<file path="src/rtl/xreg_pkg.sv">
// Shared codes for the exchangeable register file.
// Assumes byte codes pair up as {pair index, low-byte bit}.
package xreg_pkg;
    localparam int NPAIR   = 4;
    localparam int PAIR_AF = 3;

    typedef enum logic [2:0] {
        SEL_B = 3'd0, SEL_C = 3'd1, SEL_D = 3'd2, SEL_E = 3'd3,
        SEL_H = 3'd4, SEL_L = 3'd5, SEL_A = 3'd6, SEL_F = 3'd7
    } byte_sel_e;

    typedef enum logic [1:0] {
        PR_BC = 2'd0, PR_DE = 2'd1, PR_HL = 2'd2, PR_AF = 2'd3
    } pair_sel_e;
endpackage

</file>
<file path="src/rtl/xreg_bank_sel.sv">
// Bank-select flip-flop: toggles on each exchange request.
// Assumes a synchronous active-low reset that selects the main bank.
module xreg_bank_sel (
    input  logic clk,
    input  logic rst_n,
    input  logic flip_i,
    output logic bank_o
);
    // Hold or invert the select on each clock.
    always_ff @(posedge clk) begin
        if (!rst_n)      bank_o <= 1'b0;
        else if (flip_i) bank_o <= ~bank_o;
    end
endmodule

</file>
<file path="src/rtl/xreg_pair_store.sv">
// One register pair with a main and an alternate copy.
// Writes go to the copy named by bank_i, which is the select value
// before any toggle in the same clock. The output shows that copy.
module xreg_pair_store #(
    parameter int W = 8
) (
    input  logic         clk,
    input  logic         rst_n,
    input  logic         bank_i,
    input  logic         we_hi_i,
    input  logic         we_lo_i,
    input  logic [W-1:0] d_hi_i,
    input  logic [W-1:0] d_lo_i,
    output logic [2*W-1:0] q_o
);
    logic [W-1:0] hi_q [2];
    logic [W-1:0] lo_q [2];

    // Byte-granular storage of both copies.
    always_ff @(posedge clk) begin
        if (!rst_n) begin
            for (int b = 0; b < 2; b++) begin
                hi_q[b] <= '0;
                lo_q[b] <= '0;
            end
        end else begin
            if (we_hi_i) hi_q[bank_i] <= d_hi_i;
            if (we_lo_i) lo_q[bank_i] <= d_lo_i;
        end
    end

    // Present the active copy.
    assign q_o = {hi_q[bank_i], lo_q[bank_i]};
endmodule

</file>
<file path="src/rtl/xreg_read_mux.sv">
// Read selection: two byte ports and one pair port.
// Assumes byte code = {pair index, low-byte bit}, with high byte in [2W-1:W].
module xreg_read_mux #(
    parameter int W     = 8,
    parameter int NPAIR = 4
) (
    input  logic [NPAIR-1:0][2*W-1:0] act_i,
    input  logic [2:0]                sel_a_i,
    input  logic [2:0]                sel_b_i,
    input  logic [1:0]                sel_p_i,
    output logic [W-1:0]              a_o,
    output logic [W-1:0]              b_o,
    output logic [2*W-1:0]            p_o
);
    logic [2:0]   bsel [2];
    logic [W-1:0] bout [2];

    assign bsel[0] = sel_a_i;
    assign bsel[1] = sel_b_i;

    for (genvar k = 0; k < 2; k++) begin : g_byte
        // Pick the pair, then its high or low byte.
        always_comb begin
            if (bsel[k][0]) bout[k] = act_i[bsel[k][2:1]][W-1:0];
            else            bout[k] = act_i[bsel[k][2:1]][2*W-1:W];
        end
    end

    assign a_o = bout[0];
    assign b_o = bout[1];
    assign p_o = act_i[sel_p_i];
endmodule

</file>
<file path="src/rtl/xreg_file.sv">
// Dual-bank register file with separate AF and general-pair exchange.
// Assumes the caller decodes exchange and write commands. A write and
// an exchange in one clock target the bank active before that clock.
module xreg_file #(
    parameter int BYTE_W = 8
) (
    input  logic                clk,
    input  logic                rst_n,
    input  logic                xchg_acc_i,
    input  logic                xchg_gen_i,
    input  logic                wr_en_i,
    input  logic                wr_pair_i,
    input  logic [2:0]          wr_sel_i,
    input  logic [2*BYTE_W-1:0] wr_data_i,
    input  logic [2:0]          rd_a_sel_i,
    output logic [BYTE_W-1:0]   rd_a_data_o,
    input  logic [2:0]          rd_b_sel_i,
    output logic [BYTE_W-1:0]   rd_b_data_o,
    input  logic [1:0]          rd_p_sel_i,
    output logic [2*BYTE_W-1:0] rd_p_data_o,
    output logic                acc_bank_o,
    output logic                gen_bank_o
);
    import xreg_pkg::*;

    localparam int PAIR_W = 2 * BYTE_W;

    logic [NPAIR-1:0][PAIR_W-1:0] act_q;

    xreg_bank_sel u_acc_sel (
        .clk(clk), .rst_n(rst_n), .flip_i(xchg_acc_i), .bank_o(acc_bank_o)
    );
    xreg_bank_sel u_gen_sel (
        .clk(clk), .rst_n(rst_n), .flip_i(xchg_gen_i), .bank_o(gen_bank_o)
    );

    for (genvar i = 0; i < NPAIR; i++) begin : g_pair
        logic hit, we_hi, we_lo, bank;
        logic [BYTE_W-1:0] d_hi;

        // Write decode for this pair.
        always_comb begin
            hit   = wr_en_i && (wr_sel_i[2:1] == 2'(i));
            we_hi = hit && (wr_pair_i || !wr_sel_i[0]);
            we_lo = hit && (wr_pair_i ||  wr_sel_i[0]);
            d_hi  = wr_pair_i ? wr_data_i[PAIR_W-1:BYTE_W] : wr_data_i[BYTE_W-1:0];
            bank  = (i == PAIR_AF) ? acc_bank_o : gen_bank_o;
        end

        xreg_pair_store #(.W(BYTE_W)) u_store (
            .clk(clk), .rst_n(rst_n), .bank_i(bank),
            .we_hi_i(we_hi), .we_lo_i(we_lo),
            .d_hi_i(d_hi), .d_lo_i(wr_data_i[BYTE_W-1:0]),
            .q_o(act_q[i])
        );
    end

    xreg_read_mux #(.W(BYTE_W), .NPAIR(NPAIR)) u_rd (
        .act_i(act_q), .sel_a_i(rd_a_sel_i), .sel_b_i(rd_b_sel_i),
        .sel_p_i(rd_p_sel_i), .a_o(rd_a_data_o), .b_o(rd_b_data_o),
        .p_o(rd_p_data_o)
    );
endmodule

</file>
<file path="config.mk">
export PLATFORM = sky130hd
export DESIGN_NAME = xreg_file
export DESIGN_NICKNAME = d
export VERILOG_FILES = /design/src/rtl/xreg_pkg.sv /design/src/rtl/xreg_bank_sel.sv /design/src/rtl/xreg_pair_store.sv /design/src/rtl/xreg_read_mux.sv /design/src/rtl/xreg_file.sv
export SDC_FILE = /design/constraint.sdc
export NUM_CORES = 1
export LEC_CHECK = 0
export BUFFER_PORTS_ARGS = -buffer_cell sky130_fd_sc_hd__buf_2
export CORE_UTILIZATION = 55
export CTS_CLUSTER_SIZE = 40
export DETAILED_ROUTE_END_ITERATION = 6
export GPL_ROUTABILITY_DRIVEN = 0
export PLACE_DENSITY = 0.75
export SYNTH_ARGS = -nofsm -noshare
export SYNTH_HDL_FRONTEND = slang
export SYNTH_HIERARCHICAL = 1
export SYNTH_SLANG_ARGS = --single-unit
</file>
<file path="constraint.sdc">
create_clock -name clk -period 3.5 [get_ports clk]
set_input_delay 0.7 -clock clk [delete_from_list [all_inputs] [get_ports clk]]
set_output_delay 0.7 -clock clk [all_outputs]
set_load 0.05 [all_outputs]
</file>
Yosys cells after proc, flatten, opt, wreduce, memory -nomap -nowiden
Memory sizes are Yosys's and may differ from the RTL's. A register that Yosys moved wholly into a read port is not among the register bits.
Cells that the tools add are included.
Word-level totals
  bits in writable memories: 128
  logic and storage cells: 116
  input bits: 33
  bits in registers: 2
  memories: 8
  output and inout bits: 34
Operators by class
  bitwise operators: 2
  muxes and demuxes: 74
  order comparisons: 3
  equality and inequality tests: 3
  reductions and logical operators: 24
Memories
  g_pair[0].u_store.hi_q: depth 2, bits a word 8, rd ports 1, clocked after memory_dff 1, write ports 2, RTL line xreg_pair_store.sv:16  | logic [W-1:0] hi_q [2];
  g_pair[0].u_store.lo_q: depth 2, bits a word 8, rd ports 1, clocked after memory_dff 1, write ports 2, RTL line xreg_pair_store.sv:17  | logic [W-1:0] lo_q [2];
  g_pair[1].u_store.hi_q: depth 2, bits a word 8, rd ports 1, clocked after memory_dff 1, write ports 2, RTL line xreg_pair_store.sv:16
  g_pair[1].u_store.lo_q: depth 2, bits a word 8, rd ports 1, clocked after memory_dff 1, write ports 2, RTL line xreg_pair_store.sv:17
  g_pair[2].u_store.hi_q: depth 2, bits a word 8, rd ports 1, clocked after memory_dff 1, write ports 2, RTL line xreg_pair_store.sv:16
  g_pair[2].u_store.lo_q: depth 2, bits a word 8, rd ports 1, clocked after memory_dff 1, write ports 2, RTL line xreg_pair_store.sv:17
  +2 memories
Operator list (count)
  $bmux W16 S2: 3
  $mux W8: 11
  $reduce_or A8 Y1: 8
  $mux W1: 57
  $mux W16: 3
  $logic_and A1 B1 Y1: 12
  $lt A2 B3 Y1 const B: 3
  $eq A2 B2 Y1 const B: 2
  $eq A2 B1 Y1 const B: 1
  $logic_not A2 Y1: 1
  $logic_or A1 B1 Y1: 2
  $not A1 Y1: 2
  $logic_not A1 Y1: 1

Logic depth before layout (Yosys ltp)
Gate-level depths: netlist (run 1).
  depth in word-level cells: 8
  mapped depth: 6
  gate-level depth less buffers: 4

Cells and area by module
Netlist (run 1), hierarchy kept.
By module, submodules not included
  xreg_pair_store: instances 4, sequential area each 960.9 µm², area each 1402.6 µm², cells each 112
  xreg_read_mux: instances 1, sequential area each 0.0 µm², area each 1475.2 µm², cells each 78
  xreg_file: instances 1, sequential area each 0.0 µm², area each 165.2 µm², cells each 23
  xreg_bank_sel: instances 2, sequential area each 20.0 µm², area each 35.0 µm², cells each 3

Worst setup path after synthesis (run 1)
No wires, ideal clock.
  path kind: flip-flop to output port
  start point: reg u_gen_sel/bank_o (netlist name)
  end point: out rd_a_data_o[5]
  arrival time: 2287 ps
  slack: 513 ps
  buffers on the path: 1
  cell stages (with the launch flop): 5
  required time: 2800 ps
  cells stage by stage: dfxtp_1 -> buf_4 -> mux2_2 -> mux4_1 -> mux2_2
RTL lines
  end: declaration: RTL line xreg_file.sv:16  | output logic [BYTE_W-1:0] rd_a_data_o,

==> metrics.cfg, run 1 <==
[cts]
ctsHtreeMaxLevel = 4
cts_hold_buffers = 0
clock_sink_count = 130
post_cts_resized = 0
cts.reportedPaths.clkPinSlew_ns = 0.06
cts_inserted_buffers = 17
cts_root_buf = sky130_fd_sc_hd__clkbuf_16
ctsLongestPathBuffers = 2
cts_tree = yes
post-cts-setup-buffer-count = 0
clk_latency_ns = 0.41

[sta]
hold_violations = 0
tightestPinTransition_ns = 0.7120
timing.slew.headroom_pct = 52.54
final_report_setup_violation_count = 0
grt_setup_unrepaired = no
final.setup_skew_ns = 0.004729
hold_ws_ns = 0.6049
clock.fmax_mhz = 303.5
finalWorstPathRequiredPeriod_ns = 3.295
share_of_the_cycle_needed_by_the_critical_path_after_routing_pct = 94.14
finalSetupTns_ns = 0
final_max_slew_viol_count = 0

[synthesis]
yosys_most_used_dff = sky130_fd_sc_hd__edfxtp_1
synth_enable_flop_cells = 128
synth.yosys.seq_area_share_pct = 53.05
synth.yosys.warnings = 6
synth_area_leader_cell = sky130_fd_sc_hd__edfxtp_1
syn-instance-count = 555
synthDistinctLibCells = 24
synth.cell_area_um2 = 7321
post-synth-top-count-cell = sky130_fd_sc_hd__nor2_1
postSynthRegisterBits = 130
synth_top_cells_by_count = 135 x sky130_fd_sc_hd__nor2_1, 128 x sky130_fd_sc_hd__edfxtp_1, 88 x sky130_fd_sc_hd__mux2_2
ys_top_cells_by_area = sky130_fd_sc_hd__edfxtp_1 53%, sky130_fd_sc_hd__mux2_2 14%, sky130_fd_sc_hd__mux4_1 10%
yosys.area.top_type_share_pct = 52.50
postSynthNetCount = 588
async_reset_ff_share_pct = 0
syn_avg_cell_area_um2 = 13.19

[floorplan]
floorplan.core_area_um2 = 12770
boundaryPins = 67
full_die_area_um2 = 13780
floorplan.die.height_um = 117.4
floorplan.rows = 41
die_x_um = 117.4
start_util_pct = 57.31

[route]
drc_errors = 0
post_drt_wl_per_cell_um = 24.24
routed-via-count = 5021
drt_pre_antenna_iters = 6
via_per_inst = 6.292
wl_um = 19350
first_iter_violations = 745
antenna_violating_nets_post_route = 0

[cells_and_area]
nFillCells = 874
post-route-cell-area_um2 = 8372
design.final.nets = 646
area_delta_synth_final_pct = 14.36
regArea_um2 = 3885
num_antenna_cells = 0
share_of_the_core_filled_with_cells_in_the_final_layout_pct = 65.54
layout-drive-gt1-share_pct = 35.30
multiInputGateArea_um2 = 3169

[pwr]
p_leak_uw = 0.003226
ir_drop_mv = 0.3152
power-per-cell-area_nw_per_um2 = 553.7

[grt]
grt_pass1_vias = 4939
grt_first_pass_wirelength_um = 28770
grt_antenna_before_repair = 1
grt.total_usage_pct = 28.78
grt_overflow_total = 0
grt_start_max_net_pins = 40

[worst_setup_path]
worstPathMaxFanout = 29
cp_cell_sequence = buf_4 -> mux2_2 -> mux4_1 -> mux2_2 -> buf_2
cp_data_required_time_ns = 2.80
path_delay_family = multiplexers
crit_path_end_kind = output pin
crit_slowest_cell = sky130_fd_sc_hd__mux4_1
crit_top_cell = sky130_fd_sc_hd__mux2_2
timing.setup.critical_path_class = flop to output pin
timing.critical_path.from_type = flop
arrival_time_of_data_at_the_critical_path_endpoint_ns = 2.59
cpPeakStageDelay_ns = 0.53
path_buf_inv = 2

[hold_path]
hold_class = input port to flop

[placement]
placement.cell_area_um2 = 7717
hpwlAfterDp_um = 13110
port_bufs = 66

[run]
timing.max_cap.violations = 0

[run_status]
status = complete, no violations

[worst paths after layout]
check	from	end	slack, ns	depth (start not counted)
worst max-delay path	u_gen_sel/bank_o$_SDFFE_PN0P_	rd_b_data_o[6]	0.21	5
worst min-delay path	xchg_gen_i	u_gen_sel/bank_o$_SDFFE_PN0P_	0.60	3
worst max register to register	u_gen_sel/bank_o$_SDFFE_PN0P_	g_pair[2].u_store/lo_q[0][6]$_SDFFCE_PN0P_	1.65	3
worst min register to register	u_acc_sel/bank_o$_SDFFE_PN0P_	u_acc_sel/bank_o$_SDFFE_PN0P_	0.84	3
[cell type report]
cell class              count  share of cell area, %
flip-flops and latches    130                  46.41
well taps                 172                  2.571
clock buffers              18                  5.126
repair buffers             78                  5.171
inverters                   4                 0.1793
multi-input cells         382                  37.86
clock inverters            14                  2.690
[worst register-to-register path: stages, from the launching register on]
cell	delay, ns
sky130_fd_sc_hd__dfxtp_2	0.35
sky130_fd_sc_hd__buf_12	0.23
sky130_fd_sc_hd__nand2b_1	0.47
sky130_fd_sc_hd__nand2_1	0.42
[per-layer routing]
| layer | up-vias | wire length [um] | track usage [%] |
|---|---|---|---|
| li1 | 2169 | - | - |
| met1 | 2439 | 7061 | 37.33 |
| met2 | 359 | 9546 | 46.78 |
| met3 | 54 | 2044 | 6.031 |
| met4 | 0 | 694 | 12.91 |
| met5 | - | 0 | 0 |
[metrics by stage]
stage | cells | setup WS (ns) | total power, uW
after detailed placement | 766 | 0.5552 | 2695
after global placement | 766 | 0.5882 | 2676
final | 798 | 0.2052 | 4635
after CTS | 798 | 0.2061 | 4628
after global routing | 798 | 0.1570 | 4747
after floorplan | 555 | 0.5129 | 2475
[logic make-up after synthesis]
family                 synth area share [%]
AND/OR/NAND/NOR                       12.99
multiplexers                          29.79
flip-flops                            53.05
buffers and inverters                 3.657
AO/OA/AOI/OAI                        0.2735
XOR/XNOR                             0.2393
[sequential cells by signal, indices dropped and copies added, names as in the netlist]
name,cells
u_acc_sel/bank_o,1
g_pair.u_store/hi_q,64
u_gen_sel/bank_o,1
g_pair.u_store/lo_q,64
[report_power, final]
group          switching, uW  internal, uW  total (uW)  leakage (uW)
registers               19.8          1790        1810       0.00135
clock network            678          1280        1950      0.000320
logic                    571           304         875       0.00156
total                   1270          3370        4640       0.00323
[placed cells by master (no fill, tap or decap), drive strengths merged, types with 4 or more instances in the layout]
cell,synthesis,routed
nand2,89,89
nand2b,8,8
edfxtp,128,128
inv,4,9
bufinv,0,5
clkinv,0,4
mux4,48,48
clkbuf,4,18
o21ai,4,4
nor2,135,135
mux2,88,88
buf,35,78
(Power assumes the default switching activity.)
==> inputs of run 2 (changes only) <==
==> constraint.sdc (replaced) <==
create_clock -name clk -period 3.5 [get_ports clk]
set_input_delay 0.175 -clock clk [delete_from_list [all_inputs] [get_ports clk]]
set_output_delay 0.175 -clock clk [all_outputs]
set_load 0.05 [all_outputs]
==> metrics.cfg, run 2 (synthesis results as in run 1) <==
[grt]
grt_overflow_total = 0  ; unchanged
grt_first_pass_wirelength_um = 27770  ; was 28770 um
grt.total_usage_pct = 28.20  ; was 28.78%
grt_pass1_vias = 4708  ; was 4939
grt_start_max_net_pins = 45  ; was 40
grt_antenna_before_repair = 0  ; was 1

[worst_setup_path]
rr_startpoint = u_acc_sel/bank_o$_SDFFE_PN0P_  ; was u_gen_sel/bank_o$_SDFFE_PN0P_
arrival_time_of_data_at_the_critical_path_endpoint_ns = 2.98  ; was 2.59 ns
r2r_end = g_pair[3].u_store/lo_q[0][2]$_SDFFCE_PN0P_  ; was g_pair[2].u_store/lo_q[0][6]$_SDFFCE_PN0P_
worstPathMaxFanout = 40  ; was 29
cp_data_required_time_ns = 3.32  ; was 2.80 ns
crit_path_end_kind = output pin  ; unchanged
timing.critical_path.from_type = flop  ; unchanged
rr_worst_depth = 3  ; unchanged
timing.critical_path.from = u_gen_sel/bank_o$_SDFFE_PN0P_  ; unchanged
timing.setup.critical_path_class = flop to output pin  ; unchanged
worst-r2r-setup-slack_ns = 1.24  ; was 1.65 ns

[floorplan]
floorplan.core_area_um2 = 12770  ; unchanged
floorplan.die.height_um = 117.4  ; unchanged
full_die_area_um2 = 13780  ; unchanged
boundaryPins = 67  ; unchanged
die_x_um = 117.4  ; unchanged
start_util_pct = 57.31  ; unchanged
floorplan.rows = 41  ; unchanged

[cells_and_area]
layout_commonest_cell = sky130_fd_sc_hd__nor2_1  ; unchanged
final_cell_count_no_fill = 797  ; was 798
share_of_the_core_filled_with_cells_in_the_final_layout_pct = 64.93  ; was 65.54%
design.final.nets = 645  ; was 646
final_cell_mix = 135 x sky130_fd_sc_hd__nor2_1, 128 x sky130_fd_sc_hd__edfxtp_1, 88 x sky130_fd_sc_hd__mux2_2  ; unchanged
reg_top3 = g_pair.u_store/hi_q (64), g_pair.u_store/lo_q (64)  ; unchanged
area_delta_synth_final_pct = 13.30  ; was 14.36%
layout-drive-gt1-share_pct = 35.26  ; was 35.30%

[sta]
grt_setup_unrepaired = no  ; unchanged
final.setup_skew_ns = 0.01058  ; was 0.004729 ns
timing.slew.headroom_pct = 33.04  ; was 52.54%
hold_violations = 0  ; unchanged
finalWorstPathRequiredPeriod_ns = 3.158  ; was 3.295 ns
finalSetupTns_ns = 0  ; unchanged
share_of_the_cycle_needed_by_the_critical_path_after_routing_pct = 90.22  ; was 94.14%
clock.fmax_mhz = 316.7  ; was 303.5 MHz
final_max_slew_viol_count = 0  ; unchanged
final_report_setup_violation_count = 0  ; unchanged
tightestPinTransition_ns = 1.003  ; was 0.7120 ns

[route]
drc_errors = 0  ; unchanged
antenna_violating_nets_post_route = 0  ; unchanged
routed-via-count = 4892  ; was 5021
post_drt_wl_per_cell_um = 23.13  ; was 24.24 um
wl_um = 18430  ; was 19350 um
first_iter_violations = 411  ; was 745
drt_pre_antenna_iters = 5  ; was 6
via_per_inst = 6.138  ; was 6.292

[cts]
post_cts_resized = 0  ; unchanged
cts_tree = yes  ; unchanged
cts_hold_buffers = 0  ; unchanged
post-cts-setup-buffer-count = 0  ; unchanged
cts_root_buf = sky130_fd_sc_hd__clkbuf_16  ; unchanged
clock_sink_count = 130  ; unchanged
cts_inserted_buffers = 17  ; unchanged
cts.reportedPaths.clkPinSlew_ns = 0.06  ; about the same
ctsLongestPathBuffers = 2  ; unchanged
ctsHtreeMaxLevel = 4  ; unchanged
clk_latency_ns = 0.43  ; was 0.41 ns

[hold_path]
timing.hold.worst_path_depth = 3  ; unchanged
timing.hold.worst.start = xchg_gen_i  ; unchanged
hold_class = input port to flop  ; unchanged
worstHoldEndpoint = u_gen_sel/bank_o$_SDFFE_PN0P_  ; unchanged

[placement]
port_bufs = 66  ; unchanged
place.detailed.instances = 765  ; was 766
hpwlAfterDp_um = 13200  ; was 13110 um

[pwr]
ir_drop_mv = 0.3245  ; was 0.3152 mV
power-per-cell-area_nw_per_um2 = 530.6  ; was 553.7 nW/um2
p_leak_uw = 0.003173  ; was 0.003226 uW

[run]
timing.max_cap.violations = 0  ; unchanged

[run_status]
status = complete, no violations  ; unchanged

[run 2: metrics by stage]
stage	hold slack (ns)	cell area (um2)	worst slack (ns)	power (uW)
floorplan	0.2967	7321	1.038	2475
global placement	0.5000	7710	0.8754	2679
detailed placement	0.5018	7710	0.8287	2692
CTS	0.05944	8292	0.3634	4410
global route	0.07167	8292	0.2637	4524
finish	0.06476	8294	0.3424	4401
[run 2: metal layers]
metal	wire, um	vias to the layer above	global-route usage (%)
met2	8955	289	45.71
met1	6871	2370	34.79
met3	1822	62	7.928
li1	-	2171	-
met5	0	-	0
met4	784	0	13.88
[run 2: worst max-delay path, stage by stage, from the launching register on]
cell                      delay, ns
sky130_fd_sc_hd__dfxtp_2       0.75
sky130_fd_sc_hd__buf_12        0.32
sky130_fd_sc_hd__mux2_2        0.43
sky130_fd_sc_hd__mux4_1        0.51
sky130_fd_sc_hd__mux2_2        0.28
sky130_fd_sc_hd__buf_2         0.21
[run 2: worst max path at each step]
stage | end | slack [ns]
after floorplan | rd_a_data_o[5] | 1.04
after global placement | rd_a_data_o[0] | 0.88
after detailed placement | rd_b_data_o[7] | 0.83
after CTS | rd_b_data_o[7] | 0.36
after global routing | rd_b_data_o[3] | 0.26
final | rd_b_data_o[7] | 0.34
[run 2: final cells by class]
| cell class | count | area [um2] |
|---|---|---|
| repair buffers | 77 | 425.4 |
| inverters | 4 | 15.01 |
| diodes | 1 | 2.502 |
| well taps | 172 | 215.2 |
| flip-flops and latches | 130 | 3885 |
| fillers | 947 | 4479 |
| clock inverters | 14 | 156.4 |
| multi-input cells | 382 | 3169 |
| clock buffers | 17 | 425.4 |
[run 2: power by group]
part | internal [uW] | switching, uW | leakage [uW]
Combinational | 303 | 537 | 0.00155
Clock | 1050 | 681 | 0.000272
Sequential | 1790 | 43.9 | 0.00135
==> inputs of run 3 (changes only) <==
--- a/config.mk
+++ b/config.mk
@@ -11,6 +11,7 @@
 export DETAILED_ROUTE_END_ITERATION = 6
 export GPL_ROUTABILITY_DRIVEN = 0
 export PLACE_DENSITY = 0.75
+export RECOVER_POWER = 25
 export SYNTH_ARGS = -nofsm -noshare
 export SYNTH_HDL_FRONTEND = slang
 export SYNTH_HIERARCHICAL = 1
==> metrics.cfg, run 3 (synthesis results as in run 1) <==
[cells_and_area]
reg_top3 = g_pair.u_store/hi_q (64), g_pair.u_store/lo_q (64)  ; unchanged
layout-drive-gt1-share_pct = 34.46  ; was 35.26%
post-route-cell-area_um2 = 8282  ; was 8294 um2
final_cell_count_no_fill = 797  ; unchanged
area_delta_synth_final_pct = 13.13  ; was 13.30%
design.final.nets = 645  ; unchanged
final_cell_mix = 135 x sky130_fd_sc_hd__nor2_1, 128 x sky130_fd_sc_hd__edfxtp_1, 88 x sky130_fd_sc_hd__mux2_2, 88 x sky130_fd_sc_hd__nand2_1, 65 x sky130_fd_sc_hd__buf_2  ; was 135 x sky130_fd_sc_hd__nor2_1, 128 x sky130_fd_sc_hd__edfxtp_1, 88 x sky130_fd_sc_hd__mux2_2
layout_commonest_cell = sky130_fd_sc_hd__nor2_1  ; unchanged

[grt]
grt.total_usage_pct = 28.20  ; unchanged
global_route.usage.met1_pct = 34.79  ; unchanged
grt_start_max_net_pins = 45  ; unchanged
grt_overflow_total = 0  ; unchanged
grtUsageMet3_pct = 7.928  ; unchanged
grt_pass1_vias = 4708  ; unchanged
grt_antenna_before_repair = 0  ; unchanged
grt-busiest-layer = met2  ; unchanged
grt_first_pass_wirelength_um = 27770  ; unchanged
globalRouteMet2Util_pct = 45.71  ; unchanged

[floorplan]
full_die_area_um2 = 13780  ; unchanged
floorplan.core_area_um2 = 12770  ; unchanged
die_x_um = 117.4  ; unchanged
floorplan.rows = 41  ; unchanged
boundaryPins = 67  ; unchanged
start_util_pct = 57.31  ; unchanged
floorplan.die.height_um = 117.4  ; unchanged

[worst_setup_path]
timing.setup.critical_path_class = flop to output pin  ; unchanged
crit_path_end_kind = output pin  ; unchanged
path_buf_inv = 2  ; unchanged
path_delay_family = multiplexers  ; unchanged
timing.critical_path.from_type = flop  ; unchanged
crit_top_cell = sky130_fd_sc_hd__mux2_2  ; unchanged
arrival_time_of_data_at_the_critical_path_endpoint_ns = 2.97  ; was 2.98 ns
path_depth = 5  ; unchanged
crit_slowest_cell = sky130_fd_sc_hd__dfxtp_2  ; unchanged
rr_worst_depth = 3  ; unchanged
cp_cell_sequence = buf_12 -> mux2_2 -> mux4_1 -> mux2_2 -> buf_2  ; unchanged
cp_data_required_time_ns = 3.32  ; about the same
worstPathMaxFanout = 40  ; unchanged
cpPeakStageDelay_ns = 0.75  ; about the same

[pwr]
power-per-cell-area_nw_per_um2 = 531.0  ; was 530.6 nW/um2
ir_drop_mv = 0.3215  ; was 0.3245 mV
overall_power_uw = 4398  ; was 4401 uW
p_leak_uw = 0.003164  ; was 0.003173 uW

[cts]
ctsLongestPathBuffers = 2  ; unchanged
post-cts-setup-buffer-count = 0  ; unchanged
cts.reportedPaths.clkPinSlew_ns = 0.06  ; about the same
cts_root_buf = sky130_fd_sc_hd__clkbuf_16  ; unchanged
clk_latency_ns = 0.43  ; about the same
ctsHtreeMaxLevel = 4  ; unchanged
post_cts_resized = 0  ; unchanged
clock_sink_count = 130  ; unchanged
cts_inserted_buffers = 17  ; unchanged
cts_hold_buffers = 0  ; unchanged
cts_tree = yes  ; unchanged

[route]
post_drt_wl_per_cell_um = 23.19  ; was 23.13 um
via_per_inst = 6.128  ; was 6.138
drt_pre_antenna_iters = 5  ; unchanged
antenna_violating_nets_post_route = 0  ; unchanged
drc_errors = 0  ; unchanged
wl_um = 18480  ; was 18430 um
routed-via-count = 4884  ; was 4892
first_iter_violations = 379  ; was 411

[sta]
final.setup_skew_ns = 0.006393  ; was 0.01058 ns
share_of_the_cycle_needed_by_the_critical_path_after_routing_pct = 89.86  ; was 90.22%
post-route-worst-setup-slack_ns = 0.3550  ; was 0.3424 ns
clock.fmax_mhz = 318.0  ; was 316.7 MHz
tightestPinTransition_ns = 0.9785  ; was 1.003 ns
timing.slew.headroom_pct = 34.68  ; was 33.04%
final_report_setup_violation_count = 0  ; unchanged
finalWorstPathRequiredPeriod_ns = 3.145  ; was 3.158 ns
final_max_slew_viol_count = 0  ; unchanged
finalSetupTns_ns = 0  ; unchanged
hold_violations = 0  ; unchanged
grt_setup_unrepaired = no  ; unchanged

[hold_path]
timing.hold.worst_path_depth = 3  ; unchanged
hold_class = input port to flop  ; unchanged

[placement]
dp_slack_ns = 0.8287  ; unchanged
hpwlAfterDp_um = 13200  ; unchanged
place.detailed.instances = 765  ; unchanged
port_bufs = 66  ; unchanged
placement.cell_area_um2 = 7710  ; unchanged

[run_status]
status = complete, no violations  ; unchanged

[run]
timing.max_cap.violations = 0  ; unchanged

## run 3: stage by stage
step           utilization (%)  hold slack (ns)
3_5_place_dp             60.36           0.5018
2_1_floorplan                -           0.2967
5_1_grt                  64.82          0.07166
6_report                 64.83          0.06556
4_1_cts                  64.91          0.05944
3_3_place_gp             60.36           0.5000
## run 3: path summary, 6_finish.rpt
path | start | to | slack, ns
max | u_gen_sel/bank_o$_SDFFE_PN0P_ | rd_a_data_o[2] | 0.36
min | xchg_gen_i | u_gen_sel/bank_o$_SDFFE_PN0P_ | 0.07
max reg2reg | u_acc_sel/bank_o$_SDFFE_PN0P_ | g_pair[3].u_store/lo_q[0][6]$_SDFFCE_PN0P_ | 1.26
min reg2reg | u_gen_sel/bank_o$_SDFFE_PN0P_ | g_pair[1].u_store/hi_q[1][6]$_SDFFCE_PN0P_ | 1.09
## run 3: area by class of cell
cell class                      count  area (um2)
Clock buffer                       17       425.4
Multi-Input combinational cell    382        3162
Fill cell                         950        4492
Clock inverter                     14       156.4
Antenna cell                        1       2.502
Timing Repair Buffer               77       420.4
Inverter                            4       15.01
Tap cell                          172       215.2
Sequential cell                   130        3885
## run 3: worst min-delay path: cells and delay by family
family	cells	cell delay, ns
AND/OR/NAND/NOR	1	0.14
buffers and inverters	1	0.08
XOR/XNOR	1	0.05
## run 3: layer usage
metal / part of all wire (%) / vias up / wire, um
li1: - / 2168 / -
met2: 49 / 289 / 8980
met5: 0 / - / 0
met4: 4.4 / 0 / 811
met3: 10 / 58 / 1855
met1: 37 / 2369 / 6837
## run 3: power by group
part / internal, uW / switching, uW / leakage (uW)
Combinational: 302 / 537 / 0.00155
Clock: 1050 / 678 / 0.000272
Sequential: 1790 / 43.5 / 0.00135
Total: 3140 / 1260 / 0.00316
